<file path="src/rtl/brs_pkg.sv">
package brs_pkg;
  localparam int CFG_W = 8;
  localparam int LAT_W = 3;
  localparam int CNT_W = 4;

  typedef struct packed {
    logic             async_mode;
    logic             rdy_with_data;
    logic             rise_edge;
    logic [1:0]       wrap_sel;
    logic [LAT_W-1:0] lat_code;
  } brs_cfg_t;

  localparam brs_cfg_t CFG_RESET = '{async_mode: 1'b1, rdy_with_data: 1'b1,
                                     rise_edge: 1'b1, wrap_sel: 2'b00,
                                     lat_code: 3'b101};

  typedef enum logic [1:0] {ST_IDLE, ST_ASYNC, ST_WAIT, ST_BURST} brs_state_t;
endpackage

</file>
<file path="src/rtl/brs_cfg_reg.sv">
module brs_cfg_reg
  import brs_pkg::*;
(
  input  logic             clk,
  input  logic             rst,
  input  logic             we,
  input  logic [CFG_W-1:0] wdata,
  output brs_cfg_t         cfg
);
  brs_cfg_t wr;
  logic     reserved_lat;

  assign wr           = brs_cfg_t'(wdata);
  assign reserved_lat = wr.lat_code[2] & wr.lat_code[1];

  always_ff @(posedge clk) begin
    if (rst) begin
      cfg <= CFG_RESET;
    end else if (we) begin
      cfg.async_mode    <= wr.async_mode;
      cfg.rdy_with_data <= wr.rdy_with_data;
      cfg.rise_edge     <= wr.rise_edge;
      cfg.wrap_sel      <= wr.wrap_sel;
      if (!reserved_lat) cfg.lat_code <= wr.lat_code;
    end
  end
endmodule

</file>
<file path="src/rtl/brs_addr_step.sv">
module brs_addr_step #(
  parameter int ADDR_W = 20
) (
  input  logic [ADDR_W-1:0] addr,
  input  logic [1:0]        wrap_sel,
  output logic [ADDR_W-1:0] nxt
);
  logic [ADDR_W-1:0] cand [4];

  assign cand[0] = addr + 1'b1;

  for (genvar g = 1; g < 4; g++) begin : g_wrap
    localparam int W = g + 2;
    logic [W-1:0] low_inc;
    assign low_inc = addr[W-1:0] + 1'b1;
    assign cand[g] = {addr[ADDR_W-1:W], low_inc};
  end

  assign nxt = cand[wrap_sel];
endmodule

</file>
<file path="src/rtl/brs_seq.sv">
module brs_seq
  import brs_pkg::*;
#(
  parameter int ADDR_W = 20,
  parameter int DATA_W = 16
) (
  input  logic              clk,
  input  logic              rst,
  input  brs_cfg_t          cfg,
  input  logic              strobe,
  input  logic [ADDR_W-1:0] strobe_addr,
  input  logic [DATA_W-1:0] arr_data,
  input  logic [ADDR_W-1:0] next_addr,
  output logic [ADDR_W-1:0] cur_addr,
  output logic [1:0]        cur_wrap,
  output logic [DATA_W-1:0] dout,
  output logic              dout_valid,
  output logic              rdy,
  output logic              bursting
);
  brs_state_t       state;
  brs_cfg_t         act;
  logic [CNT_W-1:0] cnt;
  logic [CNT_W-1:0] lat;
  logic             rdy_q;

  assign lat      = CNT_W'(act.lat_code) + CNT_W'(2);
  assign cur_wrap = act.wrap_sel;
  assign bursting = (state == ST_BURST);
  assign rdy      = act.async_mode | rdy_q;

  always_ff @(posedge clk) begin
    if (rst) begin
      state      <= ST_IDLE;
      act        <= CFG_RESET;
      cnt        <= '0;
      cur_addr   <= '0;
      dout       <= '0;
      dout_valid <= 1'b0;
      rdy_q      <= 1'b0;
    end else if (strobe) begin
      act        <= cfg;
      cur_addr   <= strobe_addr;
      cnt        <= CNT_W'(1);
      dout_valid <= 1'b0;
      rdy_q      <= 1'b0;
      state      <= cfg.async_mode ? ST_ASYNC : ST_WAIT;
    end else begin
      unique case (state)
        ST_IDLE: dout_valid <= 1'b0;
        ST_ASYNC: begin
          dout       <= arr_data;
          dout_valid <= 1'b1;
          state      <= ST_IDLE;
        end
        ST_WAIT: begin
          if (cnt == lat) begin
            dout       <= arr_data;
            dout_valid <= 1'b1;
            rdy_q      <= 1'b1;
            cur_addr   <= next_addr;
            state      <= ST_BURST;
          end else begin
            cnt <= cnt + 1'b1;
            if (!act.rdy_with_data && (cnt == lat - 1'b1)) rdy_q <= 1'b1;
          end
        end
        ST_BURST: begin
          dout       <= arr_data;
          dout_valid <= 1'b1;
          cur_addr   <= next_addr;
        end
        default: state <= ST_IDLE;
      endcase
    end
  end
endmodule

</file>
<file path="src/rtl/burst_rd_seq.sv">
module burst_rd_seq
  import brs_pkg::*;
#(
  parameter int ADDR_W = 20,
  parameter int DATA_W = 16
) (
  input  logic              clk,
  input  logic              rst,
  input  logic              cfg_we,
  input  logic [7:0]        cfg_wdata,
  input  logic              addr_strobe,
  input  logic [ADDR_W-1:0] strobe_addr,
  output logic [ADDR_W-1:0] arr_addr,
  input  logic [DATA_W-1:0] arr_data,
  output logic [DATA_W-1:0] dout,
  output logic              dout_valid,
  output logic              rdy
);
  brs_cfg_t          cfg;
  logic [ADDR_W-1:0] nxt;
  logic [1:0]        cur_wrap;
  logic              bursting_w;

  brs_cfg_reg u_cfg (
    .clk   (clk),
    .rst   (rst),
    .we    (cfg_we),
    .wdata (cfg_wdata),
    .cfg   (cfg)
  );

  brs_addr_step #(.ADDR_W(ADDR_W)) u_step (
    .addr     (arr_addr),
    .wrap_sel (cur_wrap),
    .nxt      (nxt)
  );

  brs_seq #(.ADDR_W(ADDR_W), .DATA_W(DATA_W)) u_seq (
    .clk         (clk),
    .rst         (rst),
    .cfg         (cfg),
    .strobe      (addr_strobe),
    .strobe_addr (strobe_addr),
    .arr_data    (arr_data),
    .next_addr   (nxt),
    .cur_addr    (arr_addr),
    .cur_wrap    (cur_wrap),
    .dout        (dout),
    .dout_valid  (dout_valid),
    .rdy         (rdy),
    .bursting    (bursting_w)
  );
endmodule

</file>
<file path="config.mk">
export PLATFORM = sky130hd
export DESIGN_NAME = burst_rd_seq
export DESIGN_NICKNAME = d
export VERILOG_FILES = /design/src/rtl/brs_pkg.sv /design/src/rtl/brs_cfg_reg.sv /design/src/rtl/brs_addr_step.sv /design/src/rtl/brs_seq.sv /design/src/rtl/burst_rd_seq.sv
export SDC_FILE = /design/constraint.sdc
export NUM_CORES = 1
export LEC_CHECK = 0
export BUFFER_PORTS_ARGS = -buffer_cell sky130_fd_sc_hd__buf_4
export CAP_MARGIN = 25
export CORE_MARGIN = 3
export CORE_UTILIZATION = 51
export DETAILED_ROUTE_END_ITERATION = 10
export PLACE_DENSITY = 0.88
export SLEW_MARGIN = 20
export SYNTH_ARGS = -nofsm -noshare
export SYNTH_HDL_FRONTEND = slang
export SYNTH_SLANG_ARGS = --single-unit
</file>
<file path="constraint.sdc">
create_clock -name clk -period 2.5 [get_ports clk]
set_clock_uncertainty 0.1 [all_clocks]
set_input_delay 0.125 -clock clk [delete_from_list [all_inputs] [get_ports clk]]
set_output_delay 0.125 -clock clk [all_outputs]
set_load 0.05 [all_outputs]
</file>
======== Word-level counts from Yosys, hierarchy flattened ========
Cells that the tools add are included.
word-level totals
  register bits ........................... 58
  output and inout port bits .............. 38
cells by class
  $add $sub $neg .......................... 7
  order comparisons ....................... 1
  equal/unequal tests ..................... 8
  mux-type cells .......................... 19
  bitwise logic cells ..................... 6
  reductions and logical operators ........ 17
operators by type and width
  cell                                                                count
  20-bit 2-to-1 mux                                                   4
  20-bit binary-select mux with 2-bit select                          1
  20-bit case mux with 2 select lines                                 1
  16-bit case mux with 2 select lines                                 1
  20-bit by 1-bit adder with 20-bit output, second input constant     1
  16-bit 2-to-1 mux                                                   1
  2-bit AND reduction                                                 6
  4-bit by 1-bit adder with 4-bit output, second input constant       2
  4-bit equality test                                                 2
  1-bit 2-to-1 mux                                                    6
  2-bit 2-to-1 mux                                                    3
  2-bit nonzero test                                                  3
  3-bit nonzero test                                                  2
  5-bit by 1-bit adder with 5-bit output, second input constant       1
  3-bit by 2-bit adder with 4-bit output, second input constant       1
  2-bit equality test, second input constant                          2
  2-bit case mux with 2 select lines                                  1
  2-bit OR reduction                                                  2
  4-bit by 1-bit subtractor with 4-bit output, second input constant  1
  3-bit by 1-bit adder with 3-bit output, second input constant       1
  3-bit >= comparator, second input constant                          1
  3-bit by 2-bit != test with 1-bit output, second input constant     1
  1-bit inverter                                                      3
  2-bit inverter with 3-bit output                                    1
  other kinds (10)                                                    10

======== Logic depth before layout (Yosys ltp) ========
  depth in word-level cells ............... 7
  depth in mapped cells ................... 7

======== Modules after synthesis ========
From an unflattened synthesis, not the netlist that was laid out.
second synthesis, totals
  cells, all modules ...................... 329
  area, all modules ....................... 3030.4 um^2
modules (own cells, without submodules)
  module         times used  cells each  area an instance (um^2)  sequential area each (um^2)
  brs_seq        1           248         2319.7                   1021.0
  brs_addr_step  1           51          394.1                    0.0
  brs_cfg_reg    1           30          316.6                    160.2

======== Worst setup path after synthesis ========
Ideal clock, no wire load.
  path kind ............................... register to register
  start point ............................. register u_seq.cur_addr[2]
  end point ............................... register u_seq.cur_addr[17]
  library setup time ...................... 81 ps
  data arrival time ....................... 2037 ps
  required time ........................... 2319 ps
  path slack .............................. 282 ps
  stages on the path, launching flop included .. 6
  path buffers ............................ 0
  clock period less this slack ............ 2218 ps
  cell sequence ........................... dfxtp_1 -> nand4_2 -> nor3_4 -> nand3_4 -> or4_1 -> o211ai_1
on the way
  longest elaborated chain between the ends .. 7
ends and longest elaborated chain
  element                                                    line                 source
  from (decl)                                                brs_seq.sv:14        output logic [ADDR_W-1:0] cur_addr,
  from (signal assigned)                                     brs_seq.sv:43        cur_addr <= strobe_addr;
  from (signal assigned)                                     brs_seq.sv:61        cur_addr <= next_addr;
  from (signal assigned)                                     brs_seq.sv:71        cur_addr <= next_addr;
  20-bit by 1-bit adder with 20-bit output (*)               brs_addr_step.sv:10  assign cand[0] = addr + 1'b1;
  20-bit binary-select mux with 2-bit select (*)             brs_addr_step.sv:19  assign nxt = cand[wrap_sel];
  20-bit 2-to-1 mux (implied by the code) (*) (2 in series)  brs_addr_step.sv:19
  20-bit 2-to-1 mux                                          brs_seq.sv:57        if (cnt == lat) begin
  20-bit case mux with 2 select lines (*)                    brs_seq.sv:49        unique case (state)
  20-bit 2-to-1 mux (*)                                      brs_seq.sv:41        end else if (strobe) begin
Every way passes the cells marked *; elsewhere a longest branch is shown, timed or not. The select of a mux whose other input is x is not followed.
A chain may end at the register's enable or synchronous reset.

======== Worst setup path in the final report ========
  start point ............................. register u_seq.act[1] (netlist name)
  end point ............................... register u_seq.cur_addr[4]
on the way
  longest elaborated chain between the ends .. 4
ends and longest elaborated chain
  element                                                    line           source
  from (decl)                                                brs_seq.sv:22  brs_cfg_t act;
  from (signal assigned)                                     brs_seq.sv:42  act <= cfg;
  3-bit by 2-bit adder with 4-bit output                     brs_seq.sv:27  assign lat = CNT_W'(act.lat_code) + CNT_W'(2);
  4-bit equality test                                        brs_seq.sv:57
  3-bit by 2-bit != test with 1-bit output (no source line)  n/a
  2-bit AND reduction (no source line)                       n/a
No other way between the ends.

==> out/results.tsv <==
stage	metric	value	unit
run_status	status	completed	
yosys	synth_flop_cell	dfxtp_1	
floorplanning	rows	26	
detailed_routing	finalWirelength	8370	um
finish	final_nets	512	
critical_path	reg2reg_to	u_seq.cur_addr[4]$_SDFFE_PP0P_	
clock_network	cts_buffers	9	
finish	fin_cells	534	
yosys	synth_edf_count	0	
yosys	synthCells	340	
hold_path	whs_path_depth	3	
detailed_routing	drt_pass1_iterations	7	
yosys	synth_seq_cells	58	
finish	area_growth_syn_to_layout	43.7	%
yosys	synth_warnings	0	
pwr	power.total	2.43	mW
hold_path	min_from	strobe_addr[13]	
sta	finalCritPeriodShare	0.944	
sta	setup-tns-final	0	ns
floorplanning	core-area	5300	sq um
critical_path	r2r_setup_slack	0.14	ns
placement	placed_cells_incl_taps	481	
clock_network	clockRootBuffer	clkbuf_8	
critical_path	worst_path_max_delay_cell	dfxtp_1	
yosys	synth.avg_cell_area	8.50	sq um
critical_path	path_delay_family	compound AO/OA/AOI/OAI gates	
grt	grt_pass1_vias	2954	
sta	worstMarginPinSlew	0.656	ns
detailed_routing	wire_per_inst	15.7	um
critical_path	endpoint_kind	flip-flop	
yosys	syn_nets	393	
pwr	vdd_drop_max	0.471	mV
floorplanning	ios	86	
sta	final_max_slew_viol_count	0	
floorplanning	dieArea	6610	sq um
grt	grt_busiest_layer	met2	
grt	grt_pass1_wl	13800	um
critical_path	required	2.65	ns
critical_path	worstRegToRegCells	6	
hold_path	hold_path_end	u_seq.cur_addr[13]$_SDFFE_PP0P_	
critical_path	crit_path_cell_trace	ha_1, xnor2_2, a41oi_2, or3_1, xor2_1, a211oi_1	
critical_path	critPathArrivalTime	2.51	ns
finish	drive_gt1_frac	0.263	
yosys	synth.area.top_cells	dfxtp_1 40%, mux2i_1 9.0%, nand2_1 8.6%	
placement	post-dp-hpwl	5220	um
clock_network	cts-htree-levels	3	
sta	hold_viol	0	
detailed_routing	vias	2927	
floorplanning	die_x	81.3	um
clock_network	cts_resized	0	
job	cap_viol_max_count	0	
finish	num_antenna_cells	0	
critical_path	worstReg2RegStart	u_seq.act[1]$_SDFFE_PP0P_	
floorplanning	start_util	0.545	
sta	setup_viol	0	
yosys	yosysMostFrequentCell	nand2_1	
grt	grtUsageMet2	0.495	
yosys	synth.yosys.seq_area_share	0.402	
detailed_routing	drc	0	
placement	place.gp.congestion	0.882	
detailed_routing	first_iter_violations	193	
floorplanning	die_y	81.3	um
clock_network	ctsLongestPathBuffers	2	
clock_network	cts.sinks	58	
pwr	power_density	586	nW/um^2
grt	grt_max_degree	42	
critical_path	critical_path_buf_inv_count	0	
grt	grt_use_total	0.276	
clock_network	hold_buffers	37	
grt	antenna_found_initial	0	
detailed_routing	antenna_left	0	
critical_path	worstSetupPathType	reg2reg	
hold_path	hold_class	in2reg	
finish	final_core_util	0.783	
sta	clock.fmax	424	MHz
yosys	async_flop_share	0	
detailed_routing	via_per_inst	5.48	
clock_network	cts_setup_buffers	0	
yosys	synthDistinctLibCells	49	
yosys	synth_top_cell_by_area	dfxtp_1	
grt	grt-ovfl-total	0	
clock_network	cts_tree	yes	
critical_path	critical_path_peak_fanout	6	
yosys	synth_top_cells_by_count	66 x nand2_1, 58 x dfxtp_1, 30 x nor2_1	
sta	maxSlewHeadroom	0.559	
yosys	syn_area	2890	sq um
grt	globalRouteMet1Util	0.312	
grt	grt_use_met3	0.0965	
critical_path	startpoint_type	flip-flop	
clock_network	clk-insertion-delay-late	0.35	ns
sta	fin_crit	2.36	ns
pwr	leakagePower	1.75	nW
yosys	synth_top_area_frac	0.402	
placement	portBuffers	84	
sta	rsz0062_at_grt	no	
critical_path	cpPeakStageDelay	0.46	ns
clock_network	clk_pin_slew_worst_paths	0.08	ns
-- power by group --
part	total [mW]	internal [mW]	switching (mW)	leakage [nW]
clock	0.970	0.585	0.385	0.109
combinational	0.445	0.192	0.253	1.17
sequential	1.02	0.969	0.0502	0.476
-- tightest hold or removal path: stages --
cell	delay [ns]
buf_4	0.08
a22oi_1	0.07
o21ai_0	0.15
-- placed cells by master (no fill, tap or decap), types with 5 or more instances in the layout --
| cell | synthesis | routed |
|---|---|---|
| mux2i_1 | 26 | 26 |
| nand4_1 | 7 | 7 |
| ha_1 | 5 | 5 |
| nor3_1 | 7 | 7 |
| nand2_1 | 66 | 66 |
| a21oi_1 | 12 | 12 |
| inv_1 | 9 | 9 |
| clkbuf_8 | 0 | 10 |
| nor2_1 | 30 | 30 |
| a211oi_1 | 11 | 11 |
| o21ai_0 | 9 | 9 |
| dlygate4sd3_1 | 0 | 37 |
| xor2_1 | 12 | 12 |
| nand3_1 | 16 | 16 |
| dfxtp_1 | 58 | 58 |
| buf_4 | 1 | 88 |
| xnor2_1 | 6 | 6 |
-- registers in the layout, summed over array words and instances (netlist names) --
signal	flops
u_seq.cur_addr	20
u_seq.dout	16
u_cfg.cfg	7
u_seq.act	5
u_seq.cnt	4
u_seq.cur_wrap	2
u_seq.state	2
u_seq.dout_valid	1
u_seq.rdy_q	1
-- metal layers --
layer,up-vias,part of all wire
li1,1439,-
met1,1363,0.40
met3,13,0.067
met5,-,0
met4,0,0.011
met2,112,0.52
-- cell type report --
class / count / area [sq um]
clock buffers: 11 / 141
clock inverters: 5 / 77.6
fillers: 351 / 1150
inverters: 9 / 33.8
multi-input cells: 256 / 1620
flip-flops and latches: 58 / 1160
well taps: 70 / 87.6
repair buffers: 125 / 1030
-- worst max path at each step --
stage	cells after the start	slack (ns)	end	from
global placement	6	0.28	u_seq.cur_addr[17]$_SDFFE_PP0P_	u_seq.act[1]$_SDFFE_PP0P_
finish	6	0.14	u_seq.cur_addr[4]$_SDFFE_PP0P_	u_seq.act[1]$_SDFFE_PP0P_
floorplan	5	0.28	u_seq.cur_addr[17]$_SDFFE_PP0P_	u_seq.cur_addr[2]$_SDFFE_PP0P_
detailed placement	6	0.20	u_seq.cur_addr[4]$_SDFFE_PP0P_	u_seq.act[1]$_SDFFE_PP0P_
CTS	6	0.13	u_seq.cur_addr[4]$_SDFFE_PP0P_	u_seq.act[1]$_SDFFE_PP0P_
global route	6	0.009	u_seq.cur_addr[4]$_SDFFE_PP0P_	u_seq.act[1]$_SDFFE_PP0P_
-- kinds of logic after synthesis --
group / synth area share
AOI/OAI and AO/OA: 0.127
xor gates and xnor gates: 0.0714
adders and majority gates: 0.0216
buffers and inverters: 0.0376
DFF: 0.402
muxes: 0.0939
and+or+nand+nor: 0.247
-- through the flow --
step	setup slack (ns)	cell area (sq um)	hold WS (ns)
after floorplan	0.282	2890	0.150
after global placement	0.277	3560	0.242
after detailed placement	0.195	3560	0.250
after CTS	0.126	4150	0.00144
after global routing	0.00950	4150	0.00675
final	0.141	4150	0.00438
No activity file was read; power rests on OpenSTA's default activity.
